### config.mk
export PLATFORM = sky130hd
export DESIGN_NAME = capreload_timer
export DESIGN_NICKNAME = d
export VERILOG_FILES = /design/src/rtl/tmr_pkg.sv /design/src/rtl/tmr_fall_detect.sv /design/src/rtl/tmr_ctrl_reg.sv /design/src/rtl/tmr_count_core.sv /design/src/rtl/capreload_timer.sv
export SDC_FILE = /design/constraint.sdc
export NUM_CORES = 1
export LEC_CHECK = 0
export BUFFER_PORTS_ARGS = -buffer_cell sky130_fd_sc_hd__buf_4
export CORE_MARGIN = 2
export CORE_UTILIZATION = 60
export DETAILED_ROUTE_END_ITERATION = 8
export PLACE_DENSITY = 0.92
export SLEW_MARGIN = 20
export SYNTH_ARGS = -nofsm -noshare
export SYNTH_HDL_FRONTEND = slang
export SYNTH_HIERARCHICAL = 1
export SYNTH_SLANG_ARGS = --single-unit
### constraint.sdc
create_clock -name clk_i -period 6.7 [get_ports clk_i]
set_clock_uncertainty 0.1 [all_clocks]
set_input_delay 1.34 -clock clk_i [delete_from_list [all_inputs] [get_ports clk_i]]
set_output_delay 1.34 -clock clk_i [all_outputs]
set_load 0.005 [all_outputs]
### src/rtl/tmr_pkg.sv
package tmr_pkg;

    // Control byte; field order sets the bit positions, MSB first.
    typedef struct packed {
        logic tf;      // bit 7 overflow flag
        logic exf;     // bit 6 trigger flag
        logic rclk;    // bit 5 receive baud from this timer
        logic tclk;    // bit 4 transmit baud from this timer
        logic exen;    // bit 3 trigger enable
        logic run;     // bit 2 run
        logic ct_sel;  // bit 1 count external pin edges
        logic cp_sel;  // bit 0 capture on trigger (else reload)
    } tmr_ctrl_t;

    localparam int unsigned CTRL_ADDR = 0;

endpackage

### src/rtl/tmr_fall_detect.sv
module tmr_fall_detect #(
    parameter int unsigned STAGES = 2
) (
    input  logic clk_i,
    input  logic rst_ni,
    input  logic pin_i,
    output logic fall_o
);

    typedef struct packed {
        logic [STAGES-1:0] sync;
        logic              prev;
    } fd_state_t;

    fd_state_t st_d, st_q;

    always_comb begin
        st_d      = st_q;
        st_d.sync = {st_q.sync[STAGES-2:0], pin_i};
        st_d.prev = st_q.sync[STAGES-1];
    end

    always_ff @(posedge clk_i or negedge rst_ni) begin
        if (!rst_ni) begin
            st_q <= '1;
        end else begin
            st_q <= st_d;
        end
    end

    assign fall_o = st_q.prev & ~st_q.sync[STAGES-1];

endmodule

### src/rtl/tmr_ctrl_reg.sv
module tmr_ctrl_reg
    import tmr_pkg::*;
(
    input  logic      clk_i,
    input  logic      rst_ni,
    input  logic      wr_i,
    input  logic [7:0] wdata_i,
    input  logic      ovf_i,
    input  logic      ext_evt_i,
    output tmr_ctrl_t ctrl_o,
    output logic      baud_o
);

    tmr_ctrl_t ctrl_d, ctrl_q;

    assign baud_o = ctrl_q.rclk | ctrl_q.tclk;

    always_comb begin
        ctrl_d = ctrl_q;
        if (ovf_i && !baud_o) begin
            ctrl_d.tf = 1'b1;
        end
        if (ext_evt_i) begin
            ctrl_d.exf = 1'b1;
        end
        // Software write overrides any flag set in the same cycle.
        if (wr_i) begin
            ctrl_d = tmr_ctrl_t'(wdata_i);
        end
    end

    always_ff @(posedge clk_i or negedge rst_ni) begin
        if (!rst_ni) begin
            ctrl_q <= '0;
        end else begin
            ctrl_q <= ctrl_d;
        end
    end

    assign ctrl_o = ctrl_q;

endmodule

### src/rtl/tmr_count_core.sv
module tmr_count_core #(
    parameter int unsigned CNT_W = 16,
    localparam int unsigned NB   = CNT_W / 8
) (
    input  logic             clk_i,
    input  logic             rst_ni,
    input  logic             cnt_en_i,
    input  logic             ovf_reload_i,
    input  logic             trig_cap_i,
    input  logic             trig_rld_i,
    input  logic [NB-1:0]    cnt_we_i,
    input  logic [NB-1:0]    rld_we_i,
    input  logic [7:0]       wdata_i,
    output logic [CNT_W-1:0] count_o,
    output logic [CNT_W-1:0] rld_o,
    output logic             ovf_o,
    output logic             ovf_pulse_o
);

    typedef struct packed {
        logic [CNT_W-1:0] cnt;
        logic [CNT_W-1:0] rld;
        logic             pulse;
    } core_state_t;

    core_state_t st_d, st_q;
    logic        ovf;

    assign ovf = cnt_en_i & (&st_q.cnt);

    always_comb begin
        st_d       = st_q;
        st_d.pulse = ovf;
        if (cnt_en_i) begin
            if (ovf) begin
                st_d.cnt = ovf_reload_i ? st_q.rld : '0;
            end else begin
                st_d.cnt = st_q.cnt + CNT_W'(1);
            end
        end
        if (trig_rld_i) begin
            st_d.cnt = st_q.rld;
        end
        if (trig_cap_i) begin
            st_d.rld = st_q.cnt;
        end
        for (int b = 0; b < NB; b++) begin
            if (cnt_we_i[b]) begin
                st_d.cnt[b*8 +: 8] = wdata_i;
            end
            if (rld_we_i[b]) begin
                st_d.rld[b*8 +: 8] = wdata_i;
            end
        end
    end

    always_ff @(posedge clk_i or negedge rst_ni) begin
        if (!rst_ni) begin
            st_q <= '0;
        end else begin
            st_q <= st_d;
        end
    end

    assign count_o     = st_q.cnt;
    assign rld_o       = st_q.rld;
    assign ovf_o       = ovf;
    assign ovf_pulse_o = st_q.pulse;

endmodule

### src/rtl/capreload_timer.sv
module capreload_timer
    import tmr_pkg::*;
#(
    parameter int unsigned CNT_W       = 16,
    parameter int unsigned SYNC_STAGES = 2,
    parameter int unsigned ADDR_W      = 3
) (
    input  logic              clk_i,
    input  logic              rst_ni,
    input  logic              tick_i,
    input  logic              cnt_pin_i,
    input  logic              trig_pin_i,
    input  logic              other_ovf_i,
    input  logic              updown_mode_i,
    input  logic              reg_we_i,
    input  logic [ADDR_W-1:0] reg_addr_i,
    input  logic [7:0]        reg_wdata_i,
    output logic [7:0]        reg_rdata_o,
    output logic              irq_o,
    output logic              tx_baud_o,
    output logic              rx_baud_o
);

    localparam int unsigned NB = CNT_W / 8;

    tmr_ctrl_t        ctrl;
    logic             baud;
    logic             cnt_fall;
    logic             trig_fall;
    logic             ctrl_we;
    logic [NB-1:0]    cnt_we;
    logic [NB-1:0]    rld_we;
    logic             count_en;
    logic             trig_ok;
    logic             ovf;
    logic             ovf_pulse;
    logic [CNT_W-1:0] count;
    logic [CNT_W-1:0] rld;

    tmr_fall_detect #(.STAGES(SYNC_STAGES)) u_cnt_edge (
        .clk_i  (clk_i),
        .rst_ni (rst_ni),
        .pin_i  (cnt_pin_i),
        .fall_o (cnt_fall)
    );

    tmr_fall_detect #(.STAGES(SYNC_STAGES)) u_trig_edge (
        .clk_i  (clk_i),
        .rst_ni (rst_ni),
        .pin_i  (trig_pin_i),
        .fall_o (trig_fall)
    );

    // Register decode
    assign ctrl_we = reg_we_i && (reg_addr_i == ADDR_W'(CTRL_ADDR));

    for (genvar g = 0; g < NB; g++) begin : g_lane
        assign cnt_we[g] = reg_we_i && (reg_addr_i == ADDR_W'(1 + g));
        assign rld_we[g] = reg_we_i && (reg_addr_i == ADDR_W'(1 + NB + g));
    end

    // Count source and trigger qualification
    assign count_en = ctrl.run & (ctrl.ct_sel ? cnt_fall : tick_i);
    assign trig_ok  = ctrl.exen & ~baud & trig_fall;

    tmr_count_core #(.CNT_W(CNT_W)) u_core (
        .clk_i        (clk_i),
        .rst_ni       (rst_ni),
        .cnt_en_i     (count_en),
        .ovf_reload_i (baud | ~ctrl.cp_sel),
        .trig_cap_i   (trig_ok & ctrl.cp_sel),
        .trig_rld_i   (trig_ok & ~ctrl.cp_sel),
        .cnt_we_i     (cnt_we),
        .rld_we_i     (rld_we),
        .wdata_i      (reg_wdata_i),
        .count_o      (count),
        .rld_o        (rld),
        .ovf_o        (ovf),
        .ovf_pulse_o  (ovf_pulse)
    );

    tmr_ctrl_reg u_ctrl (
        .clk_i     (clk_i),
        .rst_ni    (rst_ni),
        .wr_i      (ctrl_we),
        .wdata_i   (reg_wdata_i),
        .ovf_i     (ovf),
        .ext_evt_i (trig_ok),
        .ctrl_o    (ctrl),
        .baud_o    (baud)
    );

    // Read mux
    always_comb begin
        reg_rdata_o = '0;
        if (reg_addr_i == ADDR_W'(CTRL_ADDR)) begin
            reg_rdata_o = ctrl;
        end
        for (int b = 0; b < NB; b++) begin
            if (reg_addr_i == ADDR_W'(1 + b)) begin
                reg_rdata_o = count[b*8 +: 8];
            end
            if (reg_addr_i == ADDR_W'(1 + NB + b)) begin
                reg_rdata_o = rld[b*8 +: 8];
            end
        end
    end

    assign irq_o     = ctrl.tf | (ctrl.exf & ~updown_mode_i);
    assign tx_baud_o = ctrl.tclk ? ovf_pulse : other_ovf_i;
    assign rx_baud_o = ctrl.rclk ? ovf_pulse : other_ovf_i;

endmodule

==> flow_metrics.tcl <==
set metrics [dict create \
    critPathSlowestCell "mux2_2" \
    fill_cells 395 \
    fin_crit_sh_pct 59.8 \
    grtUsageMet1_pct 41.4 \
    grt_max_degree 48 \
    crit_type "input pin to primary output" \
    drt_iter0_markers 256 \
    grtUsageMet3_pct 5.69 \
    gp_congestion 1.00 \
    maxCapViolations 0 \
    crit_chain "buf_4, mux2_2, a222oi_1, nand2_1, buf_4" \
    gr-max-usage-layer "met2" \
    antennaDiodeCount 0 \
    path_buf_inv 2 \
    synth_top_area_share_pct 33.4 \
    power_density_nw_per_um2 316 \
    critPathArrivalTime_ns 2.57 \
    grt_pass1_wl_mm 12.2 \
    stdcell_count 413 \
    placed_cell_area_um2 3290 \
    dieArea_um2 5710 \
    drt_pass1_iterations 5 \
    cts_tree "done" \
    wl_per_cell_um 18.5 \
    yosys_warnings 6 \
    status "finished clean" \
    crit_family "buffers and inverters" \
    start_util_pct 61.3 \
    fp.dieW_um 75.6 \
    worst_setup_hold_path_clk_slew_ns 0.08 \
    vdd_drop_max_uv 209 \
    die_h_um 75.6 \
    synth_top_area_cell "dfrtp_1" \
    grt_pass1_vias 2434 \
    synthCells 324 \
    ff2ff_setup_slack_ns 3.66 \
    numCtsBuffers 5 \
    post_cts_buffers 0 \
    synth_area_leaders "dfrtp_1, mux2i_1, nand2_1" \
    reg2reg_from "u_trig_edge/st_d[0]$_DFF_PN1_" \
    vias 2618 \
    worst_setup_path_start_kind "input pin" \
    tightest_slew_ns 1.08 \
    clockBufferDepth 2 \
    avgSynthCellArea_um2 9.48 \
    whs_ns 0.258 \
    hold_class "flop to flop" \
    cts.sinks 47 \
    holdPathStages 0 \
    yosys_most_used_dff "dfrtp_1" \
    cp_common_cell "buf_4" \
    yosysSeqAreaShare_pct 38.5 \
    synthesis.nets 344 \
    drive_gt1_share_pct 22.2 \
    drt_wl_total_mm 7.65 \
    critPathMaxFanout 25 \
    total_leakage_power_nw 1.35 \
    clock_latency_ns 0.29 \
    p_clk_share_pct 17.0 \
    post-route-drc-count 0 \
    max_freq_ghz 0.249 \
    crit_required_ns 5.26 \
    p_total_mw 1.07 \
    p_switching_mw 0.413 \
    io_pins 30 \
    reg2reg_depth 9 \
    setup_viol_count_final 0 \
    max_stage_delay_ns 0.37 \
    hold_buffers 0 \
    core-area_um2 5010 \
    slew_headroom_pct 27.9 \
    synth_cell_types 55 \
    ant_nets 0 \
    numPortBuffers 29 \
    swShare_pct 38.6 \
    finalHoldViolCount 0 \
    clockRootBuffer "clkbuf_8" \
    cts-htree-levels 2 \
    overflow 0 \
    synth_seq_cells 47 \
    worstHoldEndpoint "u_cnt_edge/st_d[0]$_DFF_PN1_" \
    antenna_found_initial 0 \
    grtUsageTotal_pct 28.8 \
    fin_crit_ns 4.01 \
    tns_ns 0 \
    p_seq_share_pct 49.1 \
    postLayoutCellArea_um2 3390 \
    grt_setup_unrepaired "no" \
    timing.rr.end "u_core/count_o[11]$_DFFE_PN0P_" \
    area_growth_pct 10.4 \
    rows 26 \
    use_met2_pct 43.2 \
    slew_violations 0 \
    p_int_mw 0.657 \
    synth_area_um2 3070 \
    critPathCaptureType "primary output" \
    placed_cells 405 \
    async_reset_ff_share_pct 100 \
    post_cts_resized 0 \
    combPwrFrac_pct 33.9 \
    dp_hpwl_mm 5.48 \
    via_per_inst 6.34 \
    min_from "u_cnt_edge/st_d[2]$_DFF_PN1_" \
    final_nets 362 \
    synth_edf_count 0 \
]
-- synthesized netlist by cell type, types with 7 or more instances --
cell      number
clkbuf_1       9
dfrtp_1       41
inv_1          8
mux2_2         7
mux2_4         7
mux2i_1       24
nand2_1       46
nor2_1        20
nor2b_1        7
nor3_1         9
o21ai_0       30
xnor2_1        7
-- worst register-to-register path, delay by kind of cell, from the launching register on --
family                 cells  cell delay (ns)
AO/OA/AOI/OAI              3             0.61
AND/OR/NAND/NOR            5             1.46
buffers and inverters      1             0.19
flip-flops                 1             0.56
-- flip-flops by register name (all words and copies together) (netlist names) --
name and cells:
u_core/count_o 16, u_ctrl/ctrl_o 8, u_cnt_edge/st_q 1, u_trig_edge/st_d 2, u_trig_edge/st_q 1, u_core/ovf_pulse_o 1, u_cnt_edge/st_d 2, u_core/rld_o 16
-- routing by layer --
layer	wire (um)	vias to the layer above	part of all wire, %
li1	-	1207	-
met1	3240	1257	42
met5	0	-	0
met2	3640	141	48
met4	132	0	1.7
met3	645	13	8.4
-- per-stage QoR --
stage / util, % / setup WS [ns]
6_report: 67.7 / 2.69
5_1_grt: 67.7 / 2.68
4_1_cts: 67.7 / 2.73
3_5_place_dp: 65.7 / 2.73
3_3_place_gp: 65.7 / 2.73
2_1_floorplan: - / 3.11
-- logic make-up (layout without fill, tap and decap cells) --
logic type	after synthesis	after routing	synth area share, %
AOI/OAI and AO/OA	77	77	17.9
muxes	38	38	13.8
DFF	47	47	38.5
buffers and inverters	30	49	4.93
and+or+nand+nor	119	119	21.0
xor gates and xnor gates	12	12	3.42
adders and majority gates	1	1	0.407
-- cells in the final DEF, fill, tap and decap left out, types with 2 or more instances in the layout --
master and n:
nand2_1 46, dfrtp_1 41, buf_4 33, o21ai_0 30, mux2i_1 24, nor2_1 20, nor3_1 9, inv_1 8
mux2_2 7, nor2b_1 7, mux2_4 7, clkbuf_8 7, xnor2_1 7, dfstp_2 6, a221oi_2 6, and2_1 5
nand3_1 5, xor2_1 5, a21oi_1 5, a31oi_1 5, o21a_1 4, a222oi_1 4, nand2b_1 4, nand3b_1 3
a221oi_1 3, a32oi_1 3, o22ai_1 3, nand4_1 3, a22oi_1 2, nor3b_2 2, and3b_1 2, nor2b_4 2
nand4_4 2, o21ai_1 2, nor4_1 2, a221o_1 2
-- cell type report --
cell class,count,area (um2),share of cell area [%]
sequential,47,1180,34.9
tap,70,87.6,2.58
multi-input combinational,247,1740,51.4
inverter,8,30.0,0.886
timing repair buffer,33,248,7.31
clock buffer,8,100,2.95
-- worst max-delay path by stage --
stage	start	end	cells after the start	slack [ns]
floorplan	reg_addr_i[0]	reg_rdata_o[2]	4	3.11
global placement	reg_addr_i[0]	reg_rdata_o[7]	5	2.73
detailed placement	reg_addr_i[0]	reg_rdata_o[7]	5	2.73
CTS	reg_addr_i[0]	reg_rdata_o[7]	5	2.73
global route	reg_addr_i[0]	reg_rdata_o[7]	5	2.68
finish	reg_addr_i[0]	reg_rdata_o[7]	5	2.69
-- power groups by stage --
stage | logic, mW | clock network [mW] | registers (mW)
2_1_floorplan | 0.311 | 0 | 0.451
3_5_place_dp | 0.358 | 0 | 0.524
6_report | 0.362 | 0.182 | 0.526
4_1_cts | 0.360 | 0.186 | 0.519
3_3_place_gp | 0.347 | 0 | 0.518
5_1_grt | 0.405 | 0.200 | 0.538
Note: power is estimated with default switching activity, not from simulation.
